--- config.mk ---
export PLATFORM = sky130hd
export DESIGN_NAME = lane_phy_regfile
export DESIGN_NICKNAME = d
export VERILOG_FILES = /design/src/rtl/lane_phy_regfile.sv
export SDC_FILE = /design/constraint.sdc
export NUM_CORES = 1
export LEC_CHECK = 0
export BUFFER_PORTS_ARGS = -buffer_cell sky130_fd_sc_hd__buf_2
export CELL_PAD_IN_SITES_DETAIL_PLACEMENT = 1
export CELL_PAD_IN_SITES_GLOBAL_PLACEMENT = 1
export CORE_MARGIN = 2
export CORE_UTILIZATION = 44
export CTS_CLUSTER_DIAMETER = 30
export DETAILED_ROUTE_END_ITERATION = 8
export PLACE_DENSITY_LB_ADDON = 0.1
export SYNTH_ARGS = -nofsm -noshare
export SYNTH_HDL_FRONTEND = slang
export SYNTH_SLANG_ARGS = --single-unit
--- constraint.sdc ---
create_clock -name clk -period 1.8 [get_ports clk]
set_input_delay 0.27 -clock clk [delete_from_list [all_inputs] [get_ports clk]]
set_output_delay 0.27 -clock clk [all_outputs]
set_load 0.05 [all_outputs]
--- src/rtl/lane_phy_regfile.sv ---
module lane_phy_regfile #(
  parameter int NL = 5,
  parameter int AW = 9,
  parameter logic [7:0] HW_VER = 8'h5A
) (
  input  logic            clk,
  input  logic            rst_n,
  input  logic            bus_wr,
  input  logic            bus_rd,
  input  logic [AW-1:0]   bus_addr,
  input  logic [31:0]     bus_wdata,
  output logic [31:0]     bus_rdata,
  output logic            bus_rvalid,
  input  logic [NL*6-1:0] lane_evt,
  output logic [NL-1:0]   lane_en,
  output logic [NL*8-1:0] settle_cnt,
  output logic            soft_rst,
  output logic            combo_mode,
  output logic            irq
);
  localparam int EV = 6;
  localparam logic [AW-1:0] A_RST = AW'('h140);
  localparam logic [AW-1:0] A_PWR = AW'('h144);
  localparam logic [AW-1:0] A_CMD = AW'('h164);
  localparam logic [AW-1:0] A_VER = AW'('h188);
  localparam int A_STS = 'h18C;
  localparam int A_MSK = 'h1AC;
  localparam int A_CLR = 'h1CC;

  logic [NL-1:0]    cfg_en;
  logic [NL*8-1:0]  settle;
  logic [NL*EV-1:0] sts, msk, clr;
  logic             rst_bit, combo_bit, pwr_glbl, cmd;
  logic [NL-1:0]    pwr_mask;
  logic             cmd_rise;
  logic [31:0]      rd_mux;

  assign cmd_rise   = bus_wr && bus_addr == A_CMD && bus_wdata[0] && !cmd;
  assign lane_en    = cfg_en & pwr_mask & {NL{pwr_glbl}};
  assign settle_cnt = settle;
  assign soft_rst   = rst_bit;
  assign combo_mode = combo_bit;
  assign irq        = |(sts & msk);

  always_ff @(posedge clk or negedge rst_n) begin
    if (!rst_n) begin
      cfg_en <= '0; settle <= '0; msk <= '0; clr <= '0;
      rst_bit <= 1'b0; combo_bit <= 1'b0; pwr_glbl <= 1'b0;
      pwr_mask <= '0; cmd <= 1'b0;
    end else if (bus_wr) begin
      if (bus_addr == A_RST) begin
        rst_bit   <= bus_wdata[0];
        combo_bit <= bus_wdata[4];
      end
      if (bus_addr == A_PWR) begin
        pwr_glbl <= bus_wdata[0];
        pwr_mask <= bus_wdata[NL:1];
      end
      if (bus_addr == A_CMD) cmd <= bus_wdata[0];
      for (int n = 0; n < NL; n++) begin
        if (bus_addr == AW'(n*64 + 4)) cfg_en[n] <= bus_wdata[4];
        if (bus_addr == AW'(n*64 + 8)) settle[n*8 +: 8] <= bus_wdata[7:0];
        if (bus_addr == AW'(A_MSK + 4*n)) msk[n*EV +: EV] <= bus_wdata[EV-1:0];
        if (bus_addr == AW'(A_CLR + 4*n)) clr[n*EV +: EV] <= bus_wdata[EV-1:0];
      end
    end
  end

  always_ff @(posedge clk or negedge rst_n) begin
    if (!rst_n) sts <= '0;
    else        sts <= (sts & ~(cmd_rise ? clr : '0)) | lane_evt;
  end

  always_comb begin
    rd_mux = '0;
    if (bus_addr == A_RST) rd_mux = {27'd0, combo_bit, 3'd0, rst_bit};
    if (bus_addr == A_PWR) rd_mux = 32'({pwr_mask, pwr_glbl});
    if (bus_addr == A_CMD) rd_mux = {31'd0, cmd};
    if (bus_addr == A_VER) rd_mux = {24'd0, HW_VER};
    for (int n = 0; n < NL; n++) begin
      if (bus_addr == AW'(n*64 + 4)) rd_mux = {27'd0, cfg_en[n], 4'd0};
      if (bus_addr == AW'(n*64 + 8)) rd_mux = {24'd0, settle[n*8 +: 8]};
      if (bus_addr == AW'(A_STS + 4*n)) rd_mux = {26'd0, sts[n*EV +: EV]};
      if (bus_addr == AW'(A_MSK + 4*n)) rd_mux = {26'd0, msk[n*EV +: EV]};
      if (bus_addr == AW'(A_CLR + 4*n)) rd_mux = {26'd0, clr[n*EV +: EV]};
    end
  end

  always_ff @(posedge clk or negedge rst_n) begin
    if (!rst_n) begin
      bus_rdata  <= '0;
      bus_rvalid <= 1'b0;
    end else begin
      bus_rvalid <= bus_rd;
      if (bus_rd) bus_rdata <= rd_mux;
    end
  end
endmodule

## Word level (Yosys, flattened, before mapping)

Cells that the tools add are included.
W data, S select, Z words.

- Reductions and logical operators: 28
- Eq/ne operators: 29
- Mux-type cells: 30
- Bitwise logic cells: 6

Operator list:

| kind | count |
|---|---|
| $mux W32 | 28 |
| $eq A9 B9 Y1 const B | 21 |
| $and A30 B30 Y30 | 2 |
| $reduce_and A2 Y1 | 23 |
| $eq A9 B8 Y1 const B | 4 |
| $mux W30 | 1 |
| $not A30 Y30 | 1 |
| $or A30 B30 Y30 | 1 |
| $reduce_or A30 Y1 | 1 |
| $eq A9 B7 Y1 const B | 2 |
| $and A5 B5 Y5 | 2 |
| $eq A9 B3 Y1 const B | 1 |
| $eq A9 B4 Y1 const B | 1 |
| $mux W5 | 1 |
| $logic_and A1 B1 Y1 | 3 |
| $logic_not A1 Y1 | 1 |

- Word-level logic and storage cells: 121
- Register bits: 177
- Input port bits: 75

## Depth between registers and ports, before layout

- Word-level depth: 30
- Mapped depth: 9

## Worst setup path after synthesis

No wires, ideal clock.

- Path kind: input to register
- Start: input bus_addr[0]
- End: register sts[12]
- Setup time: 118 ps
- Path slack: -304 ps
- Arrival time: 1,986 ps
- Stages on the path: 9
- Buffers on the path: 3
- Required time: 1,682 ps
- Cells stage by stage: buf_4 -> or4b_4 -> buf_6 -> nor4_2 -> nand2_1 -> nor3b_2 -> buf_2 -> nand2_1 -> a21o_1

- Word-level cells in the longest chain between the ends: 8

RTL lines:

| item | line | text |
|---|---|---|
| start, declared | 10 | `input logic [AW-1:0] bus_addr,` |
| $eq A9 B9 Y1 | 38 | `assign cmd_rise = bus_wr && bus_addr == A_CMD && bus_wdata[0] && !cmd;` |
| $logic_and A1 B1 Y1 (3 in series) | 38 |  |
| $mux W30 | 71 | `else sts <= (sts & ~(cmd_rise ? clr : '0)) \| lane_evt;` |
| $not A30 Y30 | 71 |  |
| $and A30 B30 Y30 | 71 |  |
| $or A30 B30 Y30 | 71 |  |
| end signal, assigned | 71 |  |
| end, declared | 32 | `logic [NL*EV-1:0] sts, msk, clr;` |

Every way passes these cells.
A chain may end at the register's enable or synchronous reset.

## Final worst setup path

- Start: register sts[13]
- End: output irq

- Word-level cells in the longest chain between the ends: 2

RTL lines:

| item | line | text |
|---|---|---|
| $and A30 B30 Y30 | 43 | `assign irq = \|(sts & msk);` |
| $reduce_or A30 Y1 | 43 |  |
| end, declared | 19 | `output logic irq` |

Every way passes these cells.

==> summary.md <==
In the routed design, unresolved DRC markers number 0. The flow ran to the end, but the final reports show violations. In the final design database the tool counted 1149 nets. The path class of the tightest hold or removal check is in2reg. Logic gate share of total power: 0.137. The critical path goes through a22o_4 > a221oi_4 > nand3_2 > or4_4 > buf_6.

The count of input and output buffers came out at 107. The run gives 4 as the maximum level of the CTS H-tree. The most common library cell in the layout ignoring fill and taps was sky130_fd_sc_hd__buf_4.

The worst setup path is of the reg2out kind. The via count of the routed design came out at 8318. First-pass GRT wire length: 57.04 mm.

The tools report the endpoint type of the worst setup path as a primary output. Source of the worst register-to-register timing path: msk[28]$_DFFE_PN0P_. The switching part of the total power was 0.3052. TritonCTS built the clock tree. The analysis attributes to cell leakage a power of 5.938 nW. Of all nets on the critical path, the largest fanout is 2. For the number of warnings reported in the yosys synthesis log, the log shows 0. The final worst-path cycle share came out at 1.374. Among all flip-flop cells after synthesis, the most frequent one is sky130_fd_sc_hd__dfrtp_1. In the layout the commonest cells are 211 x sky130_fd_sc_hd__buf_4, 152 x sky130_fd_sc_hd__dfrtp_1, 111 x sky130_fd_sc_hd__mux2_2. For the number of endpoints with negative hold slack in the final report, the log shows 1.

Layout cell share with drive strength beyond 1: 0.5722. The synthesized-area fraction occupied by ao, oa, aoi and oai cells came out at 0.1643. The clock net in this run drives a total of 153 sinks.

The final reports fail on hold timing, setup timing. The endpoint identified for the worst register-to-register timing path is bus_rdata[4]$_DFFE_PN0P_. The routability congestion estimate was 1.029; the total placed cells including tap cells was 1250. After detailed routing, the number of vias per cell comes to 6.316. The number of unique standard cell types used by synthesis is 73, and the starting density of the core is 0.4497. The highest achievable clock rate came out at 404.3 MHz. Critical path startpoint category: a flip-flop.

The number of antenna violations at the first check in global routing was 1; the global router's overall resource usage was 0.3968. The count of TritonRoute iterations in the first routing pass was 5. During I/O placement, the number of pins put on the boundary was 156.

The number of max-cap violations was 0; the time the final worst path needs with I/O delays and setup was 2.473 ns. The placement-stage worst setup slack is -0.7716 ns, and the final worst clock skew is 0.01474 ns. The cell sitting at the root of the clock tree is a sky130_fd_sc_hd__clkbuf_16.

The xor/xnor cell area share of the yosys netlist is 0.001084. The leftover overflow at the end of global routing is 0. The path length in cells of the critical path is 5, and the number of storage elements in the synthesis netlist is 153. The first-iteration detailed-routing DRC count was 769; the number of cell rows was 49.

Via count of the first global-routing pass: 8844. The core area is 17960 um^2, and the final number of setup-violating endpoints is 40. Measured along the x axis, the die boundary spans 139.5 um. The post-synthesis instance area was 8078 um^2. Arrival time of the worst setup path: 2.20 ns. The number of cells on the worst reg-to-reg path is 7. Combinational family with the most area after synthesis: compound AO/OA/AOI/OAI gates. Entering global routing, the biggest net connects 73 pins. The number of antenna-violating nets in the routed design was 0. After clock tree synthesis, the clock-pin slew on the worst setup and hold paths is 0.07 ns. The mux contribution to synthesized area was 0.1589; the share of synthesized cell area in and, or, nand and nor gates was 0.1558. For the overall routed net length, the log shows 38.86 mm. Setup repair after global routing could not meet its margin everywhere. For the detailed placement HPWL, the log shows 27.18 mm.

Counting the fill cells in the layout gives 1869. The worst setup slack for register-to-register paths is -0.06 ns, and the adder and majority cell fraction of the synthesized area is 0. Number of buffer and inverter instances along the worst setup path: 1.

At the pin with the least slew margin, the transition time is 0.6589 ns. The number of buffers inserted during clock tree synthesis was 17; the growth of design area from synthesis to finish was 49.27%. The worst-case IR drop observed on VDD is 730.4 uV. After the flow finishes, the layout carries non-filler instances totaling 1317. The tools report the internal power as 0.005938 W. On the critical path the largest part of the delay comes from simple AND/OR/NAND/NOR gates. Slowest stage cell on the critical path: sky130_fd_sc_hd__or4_4.

The core occupancy in the finished layout was 0.6712. The power density over the cells was 708.8 nW/um^2; the post-route worst hold slack was -0.0008363 ns. The run gives 0.4740 as the share of synthesized area occupied by flip-flops and latches.

Data on the critical path is required at its endpoint by 1.53 ns. The clock reaches the later pin of the worst-skew pair after 0.45 ns. The number of synthesized flops with an enable pin was 0; the proportion of register bits with asynchronous set or reset after synthesis was 1.000.

The most critical setup path has its endpoint at irq. The count of pins over their slew limit was 0. For the total power draw, the log shows 0.008546 W.

Dividing the detail-routed wire length by the instance count gives 29.51 um. The tools report the proportion of power drawn by the clock network as 0.440. Tracing the worst setup path back leads to its startpoint at sts[13]$_DFF_PN0_.

The average size of a mapped cell is 10.96 um^2, and the maximum single-stage delay on the critical path is 0.51 ns. The tools report the post-route worst setup slack as -0.6734 ns. The worst-case clock buffer depth is 2.

The sequential share of power is 0.422, and the number of instances in the synthesized netlist is 737. The floorplan step defined a die boundary enclosing 19460 um^2. Summed over all nets, the switching power comes to 0.002608 W. The die is 139.5 um tall. The worst max-slew margin expressed relative to the limit came out at 0.5608.
==> logic make-up (layout without fill, tap and decap cells) <==
logic type	after synthesis	count (layout)
simple gates	223	223
other cells	1	25
compound gates	183	183
xor+xnor	1	1
flops	153	153
buf+inv	62	389
mux	114	114
==> timing repair <==
item / in CTS / in global routing
hold buffers: 2 / 0
pin swaps: 49 / 46
gates resized for setup: 109 / 76
endpoints found under the hold margin: 27 / 0
endpoints found under the setup margin: 58 / 68
cloned: 2 / 2
buffers inserted: 28 / 7
==> power by group through the flow <==
stage                     sequential, W  combinational (W)  clock, W
after floorplan                 0.00375           0.000477         0
after global placement          0.00366            0.00100         0
after detailed placement        0.00366            0.00104         0
after CTS                       0.00360            0.00112   0.00377
after global routing            0.00361            0.00122   0.00391
final                           0.00361            0.00117   0.00376
==> how the worst min path moves through the flow <==
stage / startpoint / to / slack, ns / cells past startpoint
after detailed placement: rst_n / settle_cnt[0]$_DFFE_PN0P_ / 0.18 / 1
after global placement: rst_n / settle_cnt[5]$_DFFE_PN0P_ / 0.17 / 1
final: lane_evt[27] / sts[27]$_DFF_PN0_ / -0.0008 / 2
after floorplan: rst_n / bus_rdata[0]$_DFFE_PN0P_ / -0.03 / 0
after CTS: lane_evt[27] / sts[27]$_DFF_PN0_ / 0.00008 / 2
after global routing: lane_evt[2] / sts[2]$_DFF_PN0_ / 0.004 / 2
==> cell usage after synthesis, types with 4 or more instances <==
| cell | instances | share of area |
|---|---|---|
| sky130_fd_sc_hd__o22ai_1 | 7 | 0.0054 |
| sky130_fd_sc_hd__nor4_1 | 5 | 0.0039 |
| sky130_fd_sc_hd__dfrtp_1 | 153 | 0.47 |
| sky130_fd_sc_hd__buf_4 | 26 | 0.024 |
| sky130_fd_sc_hd__o221ai_1 | 9 | 0.0098 |
| sky130_fd_sc_hd__a221o_1 | 4 | 0.0050 |
| sky130_fd_sc_hd__o21ai_0 | 15 | 0.0093 |
| sky130_fd_sc_hd__a22oi_1 | 24 | 0.022 |
| sky130_fd_sc_hd__nand2b_1 | 8 | 0.0062 |
| sky130_fd_sc_hd__a22o_1 | 4 | 0.0043 |
| sky130_fd_sc_hd__mux2_2 | 112 | 0.16 |
| sky130_fd_sc_hd__nor3_4 | 6 | 0.012 |
| sky130_fd_sc_hd__a21o_1 | 34 | 0.032 |
| sky130_fd_sc_hd__nor2_1 | 38 | 0.018 |
| sky130_fd_sc_hd__nand2_1 | 77 | 0.036 |
| sky130_fd_sc_hd__o211ai_1 | 8 | 0.0074 |
| sky130_fd_sc_hd__a211oi_1 | 8 | 0.0074 |
| sky130_fd_sc_hd__a221oi_1 | 16 | 0.017 |
| sky130_fd_sc_hd__buf_2 | 17 | 0.011 |
| sky130_fd_sc_hd__o21ai_1 | 6 | 0.0037 |
| sky130_fd_sc_hd__nor2b_1 | 5 | 0.0039 |
| sky130_fd_sc_hd__nand3_1 | 27 | 0.017 |
| sky130_fd_sc_hd__clkbuf_1 | 13 | 0.0060 |
| sky130_fd_sc_hd__or4_1 | 5 | 0.0046 |
| sky130_fd_sc_hd__a31oi_1 | 7 | 0.0054 |
| sky130_fd_sc_hd__nor3_1 | 8 | 0.0050 |
| sky130_fd_sc_hd__a21oi_1 | 22 | 0.014 |
| sky130_fd_sc_hd__and3_1 | 6 | 0.0046 |
==> routing by layer <==
| metal | track usage | up-vias | wire length, um |
|---|---|---|---|
| met1 | 0.5208 | 4233 | 15450 |
| met5 | 0 | - | 0 |
| met4 | 0.1792 | 0 | 1874 |
| li1 | - | 3429 | - |
| met2 | 0.6275 | 520 | 18180 |
| met3 | 0.09360 | 136 | 3351 |
==> per-stage QoR <==
step	hold slack, ns	area (um^2)	TNS (ns)
finish	-0.0008363	12060	-3.709
global route	0.004363	12060	-4.705
CTS	0.00008182	11680	-0.8410
detailed placement	0.1779	10390	-59.10
global placement	0.1668	10390	-53.05
floorplan	-0.02559	8274	-12.05
==> worst register-to-register path: cells and delay by family (launching register included) <==
family,cells,cell delay (ns)
buffers and inverters,1,0.16
AND/OR/NAND/NOR,1,0.09
flip-flops,1,0.43
AO/OA/AOI/OAI,5,1.05
==> area by class of cell <==
cell class	instances	area [um^2]	share of cell area
clock inverter	14	172.7	0.01432
antenna	1	2.502	0.0002075
sequential	153	3830	0.3176
inverter	3	11.26	0.0009339
timing repair buffer	354	2754	0.2284
multi-input combinational	545	4562	0.3783
clock buffer	18	439.2	0.03642
tap	229	286.5	0.02376
==> flip-flops by register name, summed over array words and instances (netlist names), 5 cells and up <==
| name | flops |
|---|---|
| settle_cnt | 40 |
| msk | 30 |
| pwr_mask | 5 |
| clr | 30 |
| sts | 30 |
| cfg_en | 5 |
| bus_rdata | 8 |
Note: power is estimated with default switching activity, not from simulation.
